--- config.mk ---
export PLATFORM = sky130hd
export DESIGN_NAME = default_vec_loader
export DESIGN_NICKNAME = d
export VERILOG_FILES = /design/src/rtl/dva_pkg.sv /design/src/rtl/dva_word_gather.sv /design/src/rtl/dva_index_ctrl.sv /design/src/rtl/dva_vec_table.sv /design/src/rtl/default_vec_loader.sv
export SDC_FILE = /design/constraint.sdc
export NUM_CORES = 2
export LEC_CHECK = 0
export CAP_MARGIN = 20
export CORE_MARGIN = 2
export CORE_UTILIZATION = 47
export CTS_BUF_LIST = sky130_fd_sc_hd__clkbuf_4
export DETAILED_ROUTE_END_ITERATION = 12
export HOLD_SLACK_MARGIN = 0.08
export SKIP_LAST_GASP = 1
export SYNTH_ARGS = -nofsm -noshare
export SYNTH_HDL_FRONTEND = slang
export SYNTH_SLANG_ARGS = --single-unit
--- constraint.sdc ---
create_clock -name clk -period 16.2 [get_ports clk]
set_input_delay 1.62 -clock clk [delete_from_list [all_inputs] [get_ports clk]]
set_output_delay 1.62 -clock clk [all_outputs]
set_load 0.02 [all_outputs]
--- src/rtl/dva_pkg.sv ---
package dva_pkg;
  localparam int COMP_W  = 24;
  localparam int WORD_W  = 32;
  localparam int BYTES   = WORD_W / 8;
  localparam int VEC_W   = 4 * COMP_W;

  typedef logic [COMP_W-1:0] comp_t;
  typedef logic [WORD_W-1:0] word_t;

  typedef struct packed {
    comp_t w;
    comp_t z;
    comp_t y;
    comp_t x;
  } vec_t;

  // zero every byte whose enable is low
  function automatic word_t apply_mask(input word_t d, input logic [BYTES-1:0] be);
    word_t r;
    for (int b = 0; b < BYTES; b++) begin
      r[b*8 +: 8] = be[b] ? d[b*8 +: 8] : 8'h00;
    end
    return r;
  endfunction

  // split three gathered words into four components, w first
  function automatic vec_t unpack_words(input word_t w0, input word_t w1, input word_t w2);
    vec_t v;
    v.w = w0[31:8];
    v.z = {w0[7:0], w1[31:16]};
    v.y = {w1[15:0], w2[31:24]};
    v.x = w2[23:0];
    return v;
  endfunction
endpackage

--- src/rtl/dva_word_gather.sv ---
module dva_word_gather
  import dva_pkg::*;
(
  input  logic  clk,
  input  logic  rst_n,
  input  logic  data_we,
  input  logic  restart,
  input  word_t word_in,
  output logic  vec_done,
  output word_t held0,
  output word_t held1,
  output logic [1:0] cnt
);
  localparam int HELD = 2;

  word_t held_q [HELD];
  logic [1:0] cnt_q;

  assign vec_done = data_we && (cnt_q == 2'd2);

  always_ff @(posedge clk) begin
    if (!rst_n) begin
      cnt_q <= '0;
    end else if (restart) begin
      cnt_q <= '0;
    end else if (data_we) begin
      cnt_q <= (cnt_q == 2'd2) ? 2'd0 : cnt_q + 2'd1;
    end
  end

  for (genvar s = 0; s < HELD; s++) begin : g_slot
    always_ff @(posedge clk) begin
      if (!rst_n) begin
        held_q[s] <= '0;
      end else if (data_we && !restart && cnt_q == 2'(s)) begin
        held_q[s] <= word_in;
      end
    end
  end

  assign held0 = held_q[0];
  assign held1 = held_q[1];
  assign cnt   = cnt_q;
endmodule

--- src/rtl/dva_index_ctrl.sv ---
module dva_index_ctrl #(
  parameter int ENTRIES = 16,
  parameter int IDX_W   = 8
) (
  input  logic             clk,
  input  logic             rst_n,
  input  logic             idx_we,
  input  logic [IDX_W-1:0] idx_wdata,
  input  logic             commit_req,
  output logic [IDX_W-1:0] idx,
  output logic             commit_ok,
  output logic             commit_bad,
  output logic             err
);
  logic [IDX_W-1:0] idx_q;
  logic             err_q;
  logic             in_range;

  assign in_range   = idx_q < IDX_W'(ENTRIES);
  assign commit_ok  = commit_req && in_range;
  assign commit_bad = commit_req && !in_range;

  always_ff @(posedge clk) begin
    if (!rst_n) begin
      idx_q <= '0;
      err_q <= 1'b0;
    end else begin
      err_q <= commit_bad;
      if (idx_we) begin
        idx_q <= idx_wdata;
      end else if (commit_ok) begin
        idx_q <= idx_q + 1'b1;
      end
    end
  end

  assign idx = idx_q;
  assign err = err_q;
endmodule

--- src/rtl/dva_vec_table.sv ---
module dva_vec_table
  import dva_pkg::*;
#(
  parameter int ENTRIES = 16,
  parameter int SEL_W   = $clog2(ENTRIES)
) (
  input  logic             clk,
  input  logic             rst_n,
  input  logic             we,
  input  logic [SEL_W-1:0] waddr,
  input  vec_t             wvec,
  input  logic [SEL_W-1:0] rsel,
  output vec_t             rvec
);
  vec_t ent_q [ENTRIES];

  for (genvar e = 0; e < ENTRIES; e++) begin : g_ent
    always_ff @(posedge clk) begin
      if (!rst_n) begin
        ent_q[e] <= '0;
      end else if (we && waddr == SEL_W'(e)) begin
        ent_q[e] <= wvec;
      end
    end
  end

  assign rvec = ent_q[rsel];
endmodule

--- src/rtl/default_vec_loader.sv ---
module default_vec_loader
  import dva_pkg::*;
#(
  parameter int              ENTRIES   = 16,
  parameter int              IDX_W     = 8,
  parameter int              ADDR_W    = 10,
  parameter logic [ADDR_W-1:0] BASE_ADDR = 10'h232
) (
  input  logic                       clk,
  input  logic                       rst_n,
  input  logic                       wr_en,
  input  logic [ADDR_W-1:0]          wr_addr,
  input  logic [31:0]                wr_data,
  input  logic [3:0]                 wr_be,
  input  logic [$clog2(ENTRIES)-1:0] rd_sel,
  output logic [VEC_W-1:0]           rd_vec,
  output logic [IDX_W-1:0]           idx_out,
  output logic                       err_pulse
);
  localparam int SEL_W = $clog2(ENTRIES);
  localparam logic [ADDR_W-1:0] DATA_LO = BASE_ADDR + ADDR_W'(1);
  localparam logic [ADDR_W-1:0] DATA_HI = BASE_ADDR + ADDR_W'(3);

  // named internal events, also seen by the checker
  word_t            masked_word;
  logic             idx_load;
  logic             data_load;
  logic             vec_done;
  logic             commit_ok;
  logic             commit_bad;
  logic [1:0]       gather_cnt;
  logic [IDX_W-1:0] idx;
  word_t            held0;
  word_t            held1;
  vec_t             new_vec;
  vec_t             rd_struct;

  assign masked_word = apply_mask(wr_data, wr_be);
  assign idx_load    = wr_en && (wr_addr == BASE_ADDR);
  assign data_load   = wr_en && (wr_addr >= DATA_LO) && (wr_addr <= DATA_HI);

  dva_word_gather u_gather (
    .clk      (clk),
    .rst_n    (rst_n),
    .data_we  (data_load),
    .restart  (idx_load),
    .word_in  (masked_word),
    .vec_done (vec_done),
    .held0    (held0),
    .held1    (held1),
    .cnt      (gather_cnt)
  );

  dva_index_ctrl #(.ENTRIES(ENTRIES), .IDX_W(IDX_W)) u_index (
    .clk        (clk),
    .rst_n      (rst_n),
    .idx_we     (idx_load),
    .idx_wdata  (masked_word[IDX_W-1:0]),
    .commit_req (vec_done),
    .idx        (idx),
    .commit_ok  (commit_ok),
    .commit_bad (commit_bad),
    .err        (err_pulse)
  );

  assign new_vec = unpack_words(held0, held1, masked_word);

  dva_vec_table #(.ENTRIES(ENTRIES), .SEL_W(SEL_W)) u_table (
    .clk   (clk),
    .rst_n (rst_n),
    .we    (commit_ok),
    .waddr (idx[SEL_W-1:0]),
    .wvec  (new_vec),
    .rsel  (rd_sel),
    .rvec  (rd_struct)
  );

  assign rd_vec  = rd_struct;
  assign idx_out = idx;
endmodule

==> flow_metrics.py <==
metrics = {
    "timing": {
        "finalSetupTns_ns": 0,
        "finalCritPeriodShare_pct": 49.2,
        "finalMaxSlewViolations": 0,
        "report.final.setup_viol": 0,
        "finalHoldViolCount": 0,
        "skew_ns": 0.0799,
        "tightest_slew_ns": 1.20,
        "grt_setup_unrepaired": "false",
        "slew_headroom_pct": 20.3,
        "fin_crit_ns": 7.98,
        "max_freq_ghz": 0.125,
    },
    "cells_and_area": {
        "nFillCells": 12400,
        "multi_input_area_sq_mm": 0.0200,
        "seq_area_sq_mm": 0.0483,
        "drive_gt1_share_pct": 24.4,
        "nets": 4946,
        "layout.cells.non_filler": 7109,
        "area_growth_pct": 11.9,
    },
    "worst_hold_path": {
        "hold_class": "reg -> reg",
        "min_path_cells": 2,
        "min_from": "u_gather.cnt[0]",
        "hold_end": "u_gather.cnt[0]",
    },
    "logic_synthesis": {
        "yosysUniqueCellTypes": 40,
        "synthXorXnorAreaFrac_pct": 0,
        "synthCells": 4581,
        "synth_compound_area_share_pct": 0.269,
        "synth_top_family_by_area": "multiplexers",
        "synth_nets": 4638,
        "seq_area_frac_synth_pct": 69.1,
        "synth.area.mux_share_pct": 15.5,
        "ys_seq_elements": 1611,
        "yosys_warnings": 0,
        "syn-cell-area_sq_mm": 0.0699,
        "synth_adder_area_share_pct": 0.0716,
        "synth.avg_cell_area_sq_um": 15.3,
        "yosys.area_share.simple_pct": 12.4,
    },
    "placed_design": {
        "port_buffers": 157,
        "place_hpwl_um": 113000,
        "dpl.cell_count": 6385,
        "gp_congestion": 0.823,
    },
    "detailed_routing": {
        "wl_per_cell_um": 30.9,
        "wirelength_um": 220000,
        "drtPass1Iterations": 5,
        "detail_route.vias_per_cell": 6.21,
        "remaining_drc_errors": 0,
        "ant_nets": 0,
        "vias": 44100,
        "drtIter0Drc": 5373,
    },
    "clocking": {
        "tritoncts": "yes",
        "clk_pin_slew_ns": 0.06,
        "htree_num_levels": 5,
        "hold_buffers": 0,
        "clock_latency_ns": 1.36,
        "cts_buffers": 431,
        "post_cts_buffers": 0,
        "cts_buffer_depth": 4,
        "cts_sinks": 1611,
        "cts_root_buffer": "clkbuf_4",
        "cts_resized": 0,
    },
    "grt": {
        "top_usage_layer": "met2",
        "grt_max_degree": 181,
        "antenna_found_initial": 8,
        "gr-usage-all-layers_pct": 29.1,
        "use_met2_pct": 46.2,
        "grt_pass1_vias": 45800,
        "grt_pass1_wl_um": 315000,
        "grt_util_met3_pct": 7.02,
        "overflow": 0,
        "met1_usage_pct": 39.7,
    },
    "power": {
        "power.share.sequential_pct": 53.9,
        "p_switching_uw": 2100,
        "pwr-share-clk_pct": 38.8,
        "power.internal_uw": 6740,
        "cellPowerDensity_mw_per_mm2": 113,
        "irDropWorstVdd_mv": 0.0652,
        "power_switching_share_pct": 23.8,
        "combPwrFrac_pct": 7.4,
        "leakagePower_uw": 0.0262,
    },
    "critical_path": {
        "path_max_fanout": 69,
        "r2r_cells": 6,
        "worstSetupPathType": "in -> out",
        "r2r_start": "u_index.idx[7]",
        "r2r_setup_slack_ns": 11.07,
        "worstReg2RegEnd": "u_table.ent_q[2][51]",
        "cp-start-kind": "input port",
        "cp.arrival_ns": 6.36,
        "critical_path_required_ns": 14.58,
        "cp-end-kind": "output pin",
    },
    "die": {
        "die_h_um": 390,
        "pin_count": 158,
        "num_rows": 141,
        "core_area_sq_mm": 0.148,
        "chipWidth_um": 390,
        "die_area_sq_mm": 0.152,
        "start_util_pct": 47.3,
    },
    "run": {
        "max_cap_viol_count": 0,
    },
    "outcome": {
        "outcome": "completed",
    },
}
==> power groups by stage <==
stage	Combinational [uW]	Clock [uW]	Sequential, uW
after detailed placement	653	0	4850
after global placement	651	0	4850
after floorplan	376	0	4860
final	650	3430	4770
after global routing	675	3700	4770
after CTS	655	3480	4760
==> flip-flops by register name (all words and copies together), names as in the netlist <==
| name | cells |
|---|---|
| u_table.ent_q | 1536 |
| u_gather.cnt | 2 |
| u_index.idx | 8 |
| u_index.err | 1 |
| u_gather.held_q | 64 |
==> worst max path at each step <==
stage | from | end | slack [ns] | cells past startpoint
after detailed placement | rd_sel[0] | rd_vec[39] | 8.07 | 7
after CTS | rd_sel[0] | rd_vec[39] | 8.07 | 7
after global placement | rd_sel[0] | rd_vec[39] | 8.12 | 7
after floorplan | wr_addr[7] | u_table.ent_q[12][0] | 6.21 | 6
final | rd_sel[0] | rd_vec[39] | 8.22 | 7
after global routing | rd_sel[0] | rd_vec[39] | 7.77 | 7
==> cells by family (layout without fill, tap and decap cells) <==
group	after synthesis	in the layout
flip-flops	1611	1611
AO/OA/AOI/OAI	31	31
adder cells (fa/ha/maj)	4	4
multiplexers	484	484
other	0	10
buffers and inverters	377	965
AND/OR/NAND/NOR	2074	2074
==> cell usage in the layout, fill, tap and decap left out, types with 4 or more instances in the layout <==
master	Yosys	routed
buf_4	28	83
edfxtp_1	1600	1600
nor2_1	1478	1477
and2_1	9	8
o21ai_0	16	4
nand4_4	0	4
dfxtp_1	11	11
a31oi_1	4	4
inv_1	5	5
and2_0	25	25
nand2_1	398	393
mux4_2	480	480
mux2i_1	4	4
nand2_4	0	4
nand4_1	10	10
clkbuf_4	0	640
diode_2	0	10
clkinv_1	0	60
clkinv_2	0	7
or4_1	4	4
inv_2	0	6
buf_12	0	6
o21ai_4	0	12
clkdlybuf4s50_1	0	152
and4_1	128	128
==> per-stage QoR <==
stage / hold WS, ns / area [sq um] / power (uW) / util, % / worst slack, ns
after CTS: 0.574 / 78200 / 8900 / 52.9 / 8.07
after global placement: 0.562 / 73100 / 5500 / 49.5 / 8.12
final: 0.590 / 78200 / 8840 / 53.0 / 8.22
after detailed placement: 0.566 / 73100 / 5510 / 49.5 / 8.07
after global routing: 0.592 / 78200 / 9150 / 53.0 / 7.77
after floorplan: 0.568 / 69900 / 5240 / - / 6.21
==> synth_stat cells <==
| library cell | count | area share [%] |
|---|---|---|
| buf_1 | 7 | 0.038 |
| clkbuf_1 | 196 | 1.1 |
| nand4_1 | 10 | 0.090 |
| o31ai_1 | 4 | 0.043 |
| a21oi_1 | 2 | 0.014 |
| nor2_1 | 1478 | 7.9 |
| and2_1 | 9 | 0.081 |
| and4_1 | 128 | 1.6 |
| and3b_1 | 1 | 0.013 |
| nand3_1 | 1 | 0.0072 |
| and4bb_2 | 2 | 0.036 |
| nand2_1 | 398 | 2.1 |
| nand4_2 | 4 | 0.072 |
| nor3_2 | 1 | 0.014 |
| edfxtp_1 | 1600 | 69 |
| buf_4 | 28 | 0.30 |
| buf_2 | 111 | 0.79 |
| o221ai_1 | 1 | 0.013 |
| nor3_1 | 1 | 0.0072 |
| o2111ai_1 | 1 | 0.013 |
| o21ai_0 | 16 | 0.11 |
| nand2b_1 | 2 | 0.018 |
| clkbuf_2 | 2 | 0.014 |
| nor3b_1 | 1 | 0.011 |
| mux4_2 | 480 | 15 |
| mux2i_1 | 4 | 0.057 |
| or3_1 | 2 | 0.018 |
| dfxtp_1 | 11 | 0.32 |
| ha_1 | 4 | 0.072 |
| or3b_2 | 1 | 0.013 |
| nor2b_1 | 4 | 0.036 |
| a31oi_1 | 4 | 0.036 |
| nor4_4 | 1 | 0.030 |
| and2_0 | 25 | 0.22 |
| inv_1 | 5 | 0.027 |
| or4_1 | 4 | 0.043 |
| o211ai_1 | 2 | 0.021 |
| o211a_1 | 1 | 0.014 |
| buf_6 | 28 | 0.45 |
| or2_2 | 1 | 0.0090 |
==> per-layer routing <==
layer  share of wire (%)  vias up
met3                  11      395
met4                 2.7        6
met1                  39    23000
li1                    -    18000
met5               0.017        -
met2                  48     2779
==> critical path, cell delays in order <==
cell and delay, ns:
buf_8 0.56, buf_4 0.74, buf_4 0.69, buf_4 0.85, mux4_2 0.60, mux4_2 0.52
clkdlybuf4s50_1 0.56
==> layout make-up <==
class	instances	area share, %
Antenna cell	10	0.0320
Multi-Input combinational cell	2593	25.6
Inverter	5	0.0240
Clock inverter	73	0.362
Timing Repair Buffer	247	3.02
Tap cell	1930	3.09
Clock buffer	640	6.14
Sequential cell	1611	61.7
No activity file was read; power rests on OpenSTA's default activity.
